### config.mk
export PLATFORM = sky130hd
export DESIGN_NAME = nvm_write_ctrl
export DESIGN_NICKNAME = d
export VERILOG_FILES = /design/src/rtl/nvm_ctrl_pkg.sv /design/src/rtl/nvm_unlock_timer.sv /design/src/rtl/nvm_prog_timer.sv /design/src/rtl/nvm_stall_gen.sv /design/src/rtl/nvm_array.sv /design/src/rtl/nvm_write_ctrl.sv
export SDC_FILE = /design/constraint.sdc
export NUM_CORES = 1
export LEC_CHECK = 0
export ABC_CLOCK_PERIOD_IN_PS = 4400
export BUFFER_PORTS_ARGS = -buffer_cell sky130_fd_sc_hd__buf_4
export CAP_MARGIN = 40
export CORE_MARGIN = 4
export CORE_UTILIZATION = 49
export DETAILED_ROUTE_END_ITERATION = 6
export PLACE_DENSITY = 0.61
export SKIP_CTS_REPAIR_TIMING = 1
export SLEW_MARGIN = 20
export SYNTH_ARGS = -nofsm -noshare
export SYNTH_HDL_FRONTEND = slang
export SYNTH_SLANG_ARGS = --single-unit
### constraint.sdc
create_clock -name clk -period 4.4 [get_ports clk]
set_clock_uncertainty 0.2 [all_clocks]
set_input_delay 0.66 -clock clk [delete_from_list [all_inputs] [get_ports clk]]
set_output_delay 0.66 -clock clk [all_outputs]
set_load 0.02 [all_outputs]
### src/rtl/nvm_ctrl_pkg.sv
package nvm_ctrl_pkg;
  typedef enum logic [1:0] {
    SEL_CTRL = 2'd0,
    SEL_ADDR = 2'd1,
    SEL_DATA = 2'd2,
    SEL_NONE = 2'd3
  } reg_sel_e;

  localparam int BIT_FETCH  = 0;
  localparam int BIT_PROG   = 1;
  localparam int BIT_UNLOCK = 2;
  localparam int BIT_IRQEN  = 3;
endpackage

### src/rtl/nvm_unlock_timer.sv
module nvm_unlock_timer #(
  parameter int WIN = 4
) (
  input  logic clk,
  input  logic rst,
  input  logic arm,
  output logic unlock
);
  localparam int CW = $clog2(WIN + 1);
  logic [CW-1:0] cnt;

  always_ff @(posedge clk) begin
    if (rst) begin
      unlock <= 1'b0;
      cnt    <= '0;
    end else if (arm) begin
      unlock <= 1'b1;
      cnt    <= CW'(WIN);
    end else if (unlock) begin
      if (cnt == CW'(1)) unlock <= 1'b0;
      cnt <= cnt - CW'(1);
    end
  end

  // a freshly opened window never closes on the next edge
  assert_unlock_hold_R3: assert property (@(posedge clk) disable iff (rst)
    $rose(unlock) |=> unlock);
endmodule

### src/rtl/nvm_prog_timer.sv
module nvm_prog_timer #(
  parameter int TICKS = 2048
) (
  input  logic clk,
  input  logic rst,
  input  logic busy,
  input  logic tick,
  output logic done
);
  localparam int CW = (TICKS > 1) ? $clog2(TICKS) : 1;
  localparam logic [CW-1:0] LAST = CW'(TICKS - 1);
  logic [CW-1:0] cnt;

  assign done = busy && tick && (cnt == LAST);

  always_ff @(posedge clk) begin
    if (rst || !busy) cnt <= '0;
    else if (tick)    cnt <= cnt + CW'(1);
  end
endmodule

### src/rtl/nvm_stall_gen.sv
module nvm_stall_gen #(
  parameter int WCYC = 2,
  parameter int RCYC = 4
) (
  input  logic clk,
  input  logic rst,
  input  logic load_w,
  input  logic load_r,
  output logic stall
);
  localparam int MAXC = (WCYC > RCYC) ? WCYC : RCYC;
  localparam int SW   = $clog2(MAXC + 1);
  logic [SW-1:0] cnt;

  assign stall = (cnt != '0);

  always_ff @(posedge clk) begin
    if (rst)               cnt <= '0;
    else if (load_w)       cnt <= SW'(WCYC);
    else if (load_r)       cnt <= SW'(RCYC);
    else if (cnt != '0)    cnt <= cnt - SW'(1);
  end
endmodule

### src/rtl/nvm_array.sv
module nvm_array #(
  parameter int AW = 6,
  parameter int DW = 8
) (
  input  logic          clk,
  input  logic          we,
  input  logic [AW-1:0] addr,
  input  logic [DW-1:0] wdata,
  output logic [DW-1:0] rdata
);
  localparam int DEPTH = 1 << AW;
  logic [DW-1:0] mem [DEPTH];

  always_ff @(posedge clk) begin
    if (we) mem[addr] <= wdata;
    rdata <= mem[addr];
  end
endmodule

### src/rtl/nvm_write_ctrl.sv
module nvm_write_ctrl
  import nvm_ctrl_pkg::*;
#(
  parameter int ADDR_W     = 6,
  parameter int DATA_W     = 8,
  parameter int PROG_TICKS = 2048,
  parameter int UNLOCK_WIN = 4,
  parameter int WR_STALL   = 2,
  parameter int RD_STALL   = 4
) (
  input  logic              clk,
  input  logic              rst,
  input  logic              reg_wr,
  input  logic [1:0]        reg_sel,
  input  logic [DATA_W-1:0] reg_wdata,
  input  logic              global_ie,
  input  logic              prog_tick,
  output logic [7:0]        ctrl_rd,
  output logic [ADDR_W-1:0] addr_rd,
  output logic [DATA_W-1:0] data_rd,
  output logic              cpu_stall,
  output logic              ready_irq
);
  initial assert (ADDR_W <= DATA_W && DATA_W >= 4);

  reg_sel_e sel;
  logic wr_ctrl, wr_addr, wr_data;
  logic arm, start, rd_req, abort, done, mem_we;
  logic unlock, busy, fetch, fetch_late, irq_en;
  logic [ADDR_W-1:0] addr_q;
  logic [DATA_W-1:0] data_q, rd_q;

  assign sel     = reg_sel_e'(reg_sel);
  assign wr_ctrl = reg_wr && (sel == SEL_CTRL);
  assign wr_addr = reg_wr && (sel == SEL_ADDR);
  assign wr_data = reg_wr && (sel == SEL_DATA);

  assign arm    = wr_ctrl && reg_wdata[BIT_UNLOCK] && !reg_wdata[BIT_PROG];
  assign start  = wr_ctrl && reg_wdata[BIT_PROG] && unlock && !busy;
  assign rd_req = wr_ctrl && reg_wdata[BIT_FETCH] && !busy && !start;
  assign abort  = busy && (wr_addr || wr_data);
  assign mem_we = done && !abort;

  nvm_unlock_timer #(.WIN(UNLOCK_WIN)) u_unlock (
    .clk(clk), .rst(rst), .arm(arm), .unlock(unlock));

  nvm_prog_timer #(.TICKS(PROG_TICKS)) u_prog (
    .clk(clk), .rst(rst), .busy(busy), .tick(prog_tick), .done(done));

  nvm_stall_gen #(.WCYC(WR_STALL), .RCYC(RD_STALL)) u_stall (
    .clk(clk), .rst(rst), .load_w(start), .load_r(rd_req), .stall(cpu_stall));

  nvm_array #(.AW(ADDR_W), .DW(DATA_W)) u_array (
    .clk(clk), .we(mem_we), .addr(addr_q), .wdata(data_q), .rdata(rd_q));

  always_ff @(posedge clk) begin
    if (rst) begin
      irq_en     <= 1'b0;
      busy       <= 1'b0;
      fetch      <= 1'b0;
      fetch_late <= 1'b0;
      addr_q     <= '0;
      data_q     <= '0;
      ready_irq  <= 1'b0;
    end else begin
      if (wr_ctrl) irq_en <= reg_wdata[BIT_IRQEN];
      if (wr_addr) addr_q <= reg_wdata[ADDR_W-1:0];

      if (start)               busy <= 1'b1;
      else if (abort || done)  busy <= 1'b0;

      if (rd_req) begin
        fetch      <= 1'b1;
        fetch_late <= 1'b0;
      end else if (fetch && !fetch_late) begin
        fetch_late <= 1'b1;
      end else if (fetch_late) begin
        fetch      <= 1'b0;
        fetch_late <= 1'b0;
      end

      if (fetch_late)   data_q <= rd_q;
      else if (wr_data) data_q <= reg_wdata;

      ready_irq <= irq_en && global_ie && !busy;
    end
  end

  assign ctrl_rd = {4'b0000, irq_en, unlock, busy, fetch};
  assign addr_rd = addr_q;
  assign data_rd = data_q;

  assert_start_unlocked_R4: assert property (@(posedge clk) disable iff (rst)
    $rose(busy) |-> $past(unlock));
  assert_end_on_tick_R5: assert property (@(posedge clk) disable iff (rst)
    ($fell(busy) && !$past(abort)) |-> $past(prog_tick));
  assert_stall_on_start_R6: assert property (@(posedge clk) disable iff (rst)
    $rose(busy) |-> cpu_stall);
  assert_stall_on_fetch_R6: assert property (@(posedge clk) disable iff (rst)
    $rose(fetch) |-> cpu_stall);
  assert_fetch_two_cycles_R7: assert property (@(posedge clk) disable iff (rst)
    (fetch && $past(fetch)) |=> !fetch);
  assert_no_irq_busy_R8: assert property (@(posedge clk) disable iff (rst)
    (busy && $past(busy)) |-> !ready_irq);
  assert_abort_drops_R9: assert property (@(posedge clk) disable iff (rst)
    (busy && reg_wr && (reg_sel == 2'd1 || reg_sel == 2'd2)) |=> !busy);
  assert_fetch_refused_R10: assert property (@(posedge clk) disable iff (rst)
    (busy && reg_wr && reg_sel == 2'd0 && reg_wdata[0]) |=> !fetch);
endmodule

After elaboration in Yosys (flattened, before gate mapping)
Memory sizes are Yosys's and may differ from the RTL's. A register that Yosys moved wholly into a read port is not among the register bits.
Cells that the tools add are included.
{"block": "classes", "addsub": 3, "eq_ne": 5, "muxes": 18, "reduce_logical": 39}
{"operator": "logical AND 1 bit", "n": 18}
{"operator": "two-way mux 8 bit", "n": 2}
{"operator": "two-way mux 3 bit", "n": 4}
{"operator": "adder 11 x 1 -> 11 bit (second input constant)", "n": 1}
{"operator": "equality test 11 bit (second input constant)", "n": 1}
{"operator": "two-way mux 1 bit", "n": 11}
{"operator": "nonzero test 2 bit", "n": 5}
{"operator": "nonzero test 3 bit", "n": 2}
{"operator": "OR reduction 2 bit", "n": 3}
{"operator": "subtractor 3 x 1 -> 3 bit (second input constant)", "n": 2}
{"operator": "logical NOT 1 bit", "n": 5}
{"operator": "equality test 3 x 1 -> 1 bit (second input constant)", "n": 1}
{"operator": "logical OR 1 bit", "n": 3}
{"operator": "OR reduction 3 bit", "n": 1}
{"operator": "equality test 2 x 1 -> 1 bit (second input constant)", "n": 1}
{"operator": "equality test 2 bit (second input constant)", "n": 1}
{"operator": "logical NOT 2 bit", "n": 1}
{"operator": "two-way mux 2 bit", "n": 1}
{"operator": "!= test 2 bit (second input constant)", "n": 1}
{"operator": "AND reduction 2 bit", "n": 1}
{"block": "totals", "register_bits": 37, "ramBits": 512, "in_bits": 15, "wordCells": 80, "n_memories": 1}
{"memory": "u_array.mem", "words": 64, "width": 8, "rd": 1, "rd_ports_with_merged_regs": 1, "write_ports": 1, "line": "nvm_array.sv:12", "rtl": "logic [DW-1:0] mem [DEPTH];"}

Logic depth before layout (Yosys ltp)
{"block": "logic_depth", "word_depth": 9, "mapped_depth": 9, "ltp_nobuf": 7}

By module
Synthesis repeated with hierarchy kept, for this count alone.
{"block": "unflattened", "hier_cells": 1368, "hier_area_um2": 22206.3}
{"module": "nvm_array", "n_inst": 1, "cells_per_inst": 1171, "area_each_um2": 20449.6}
{"module": "nvm_write_ctrl", "n_inst": 1, "cells_per_inst": 101, "area_each_um2": 887.1}
{"module": "nvm_prog_timer", "n_inst": 1, "cells_per_inst": 59, "area_each_um2": 528.0}
{"module": "nvm_unlock_timer", "n_inst": 1, "cells_per_inst": 19, "area_each_um2": 175.2}
{"module": "nvm_stall_gen", "n_inst": 1, "cells_per_inst": 18, "area_each_um2": 166.4}

Least setup slack after synthesis
Ideal clock, no wire load.
{"block": "synth_path", "path_type": "input to register", "start": "input port prog_tick", "end": "memory u_array.mem[11][0] (enable)", "arrival_time_ns": 2.264, "required_ns": 3.830, "slack_ns": 1.566, "path_stages": 7, "path_buffers": 1, "cell_sequence": "clkbuf_1 > nand4_1 > nor3_1 > nand3_1 > nor2_1 > nand2_1 > nor2_1"}
{"block": "synth_between", "elab_chain_cells": 5}
{"item": "start, declared", "line": "nvm_write_ctrl.sv:17", "rtl": "input logic prog_tick,"}
{"item": "logical AND 1 bit (2 in a row)", "line": "nvm_prog_timer.sv:14", "rtl": "assign done = busy && tick && (cnt == LAST);"}
{"item": "logical AND 1 bit", "line": "nvm_write_ctrl.sv:42", "rtl": "assign mem_we = done && !abort;"}
{"item": "two-way mux 1 bit", "line": "nvm_array.sv:15", "rtl": "if (we) mem[addr] <= wdata;"}
{"item": "two-way mux 1 bit (implied by the code)", "line": "nvm_array.sv:15"}
{"item": "end, declared", "line": "nvm_array.sv:12"}
No other way between the ends.

==> qor.yml <==
outcome:
  status: "completed"
clock_tree:
  cts.path.max_buffers: 3
  clock-sinks: 557
  numCtsBuffers: 55
  htreeDepth: 2
  path_clk_slew_ns: 0.06
  cts_tree: "yes"
  cts_root_buffer: "clkbuf_16"
  insertion_delay_ns: 0.61
layout:
  drive_gt1_share_pct: 16.32
  nNetsFinal: 1416
  area_growth_pct: 12.81
  diodes: 0
  fin_cells: 2025
yosys:
  synth_top_area_share_pct: 70.68
  synthTopCellsByArea: "edfxtp_1, dfxtp_1, a221oi_1"
  synth_common_cells: "edfxtp_1, nor2_1, a221oi_1"
  synth_area_sq_um: 21750
  async_flop_share_pct: 0
  synth_seq_cells: 557
  syn_inst: 1351
  yosysWarnings: 0
  synth_compound_area_share_pct: 11.50
  synth_sequential_area_ratio_pct: 74.82
  synthMuxAreaShare_pct: 4.970
  yosysTopAreaCell: "edfxtp_1"
  synth_xor_area_share_pct: 0.5637
  avgSynthCellArea_sq_um: 16.10
  synth_adder_area_share_pct: 0.2876
  synth.most_common_cell: "edfxtp_1"
  synth_top_family_by_area: "compound AO/OA/AOI/OAI gates"
  synth_top_flop_cell: "edfxtp_1"
  yosys.area_share.simple_pct: 4.981
  ys_types: 62
  synth_edf_count: 512
drt:
  antenna_left: 0
  route.vias.total: 12890
  first_pass_iters: 5
  dr.first_iter.drc_count: 1592
  drt_wl_total_um: 59900
  viasPerCell: 6.364
  wl_per_cell_um: 29.58
  drc: 0
grt:
  grt.total_usage_pct: 25.01
  grt_pass1_vias: 12540
  grt_max_degree: 55
  antenna_found_initial: 0
  overflow: 0
  grt_pass1_wl_um: 86910
sta:
  holdWs_ns: 0.1034
  rsz0062_at_grt: "false"
  worst_slew_pin_slew_ns: 0.8599
  slew_viol_final: 0
  fin_crit_sh_pct: 78.72
  hold_viol: 0
  fin_crit_ns: 3.464
  final-setup-viol-count: 0
  max_freq_mhz: 288.7
  slew_headroom_pct: 42.51
  tns_ns: 0
worst_setup_path:
  timing_worst_setup_path_type: "flip-flop to flip-flop"
  cp.buffers_inverters: 1
  critPathLaunchType: "flip-flop"
  slowest_stage: "or4_1"
  path_max_fanout: 26
  worstSetupEndpointType: "flip-flop"
  crit_path_cell_trace: "and2_2 -> buf_4 -> a22oi_1 -> o22ai_1 -> o21ai_0 -> o21ai_0 -> or4_1"
  cp_top_family: "compound AO/OA/AOI/OAI gates"
  reg2reg_depth: 7
  crit_top_cell: "o21ai_0"
  reg2reg_slack_ns: 0.94
  r2r_start: "addr_rd[0]"
  crit_required_ns: 4.67
  cp.arrival_ns: 3.73
  reg2reg_to: "u_array.rdata[7]"
  cpPeakStageDelay_ns: 0.59
die:
  pin_count: 39
  coreArea_sq_um: 43460
  initial_core_util_pct: 50.06
  die_h_um: 218.7
  die_w_um: 218.7
  num_rows: 76
  die_area_sq_um: 47830
placed_design:
  dp_hpwl_um: 37960
  dp_cells: 1924
  numPortBuffers: 34
  place_congestion: 0.8882
worst_hold_path:
  min_to: "addr_rd[4]"
  hp-start: "reg_wdata[4]"
  whs_path_depth: 3
  hp-class: "primary input to flip-flop"
run:
  drv_cap: 0
pwr:
  powerDensity_nw_per_um2: 449.2
  ir_drop_mv: 0.3133
  p_leak_nw: 7.822
tightest hold or removal path: cells and delay by family:
family        cells  cell delay [ns]
mux               1             0.05
buf+inv           1             0.09
simple gates      1             0.07
cells by family after synthesis:
logic type,Yosys count
other cells,1
buf+inv,116
mux,90
xor+xnor,14
fa+ha+maj,5
simple gates,232
compound gates,336
flops,557
routing by layer:
layer | wire, um | share of wire, % | GRT usage, %
met1 | 24500 | 41 | 35.61
met4 | 1707 | 2.8 | 7.331
met2 | 27290 | 46 | 38.22
met5 | 0 | 0 | 0
met3 | 6404 | 11 | 6.813
final cells by class:
class                           instances  area, sq um
Inverter                                8        30.03
Clock buffer                           72         1513
Timing Repair Buffer                   93        783.3
Multi-Input combinational cell        681         4893
Sequential cell                       557        16300
Clock inverter                         29        291.5
Tap cell                              585        732.0
Fill cell                            3396        18920
cell usage in the layout, fill, tap and decap left out, types with 13 or more instances in the layout:
cell	instances
a22oi_1	77
a221oi_1	79
nor2_1	125
edfxtp_1	512
buf_4	87
dfxtp_1	34
mux2_2	14
clkbuf_16	57
a21oi_1	33
o21ai_0	32
nor3_1	18
nand2_1	26
mux2i_1	63
o22a_1	15
o22ai_1	35
mux4_2	13
clkinv_2	13
stage by stage:
stage                     instance area, sq um  power, W  util [%]  setup slack, ns
after CTS                                24540   0.01107     56.47            1.001
after floorplan                          21760  0.006208         -            1.566
final                                    24540   0.01102     56.47           0.9361
after global routing                     24540   0.01134     56.47           0.7974
after detailed placement                 22740  0.006428     52.32           0.7855
after global placement                   22650  0.006418     52.11           0.8769
sequential cells by signal (all words and copies together), names as in the netlist, 3 cells and up:
signal / count
u_array.rdata: 8
u_array.mem: 512
addr_rd: 6
u_stall.cnt: 3
u_prog.cnt: 11
u_unlock.cnt: 3
data_rd: 8
report_power, final:
part	internal [W]	leakage [nW]	switching, W
Combinational	0.000161	1.89	0.000331
Sequential	0.00578	5.04	0.0000483
Clock	0.00276	0.891	0.00194
Total	0.00870	7.82	0.00232
how the worst max path moves through the flow:
stage | from | endpoint | depth (start not counted) | slack (ns)
global placement | prog_tick | u_array.mem[6][1] | 7 | 0.88
detailed placement | prog_tick | u_array.mem[54][0] | 7 | 0.79
floorplan | prog_tick | u_array.mem[11][0] | 7 | 1.57
finish | addr_rd[0] | u_array.rdata[7] | 7 | 0.94
CTS | addr_rd[2] | u_array.mem[54][7] | 4 | 1.00
global route | u_prog.cnt[0] | u_array.mem[54][5] | 7 | 0.80
Power figures use the tool's default switching activity.
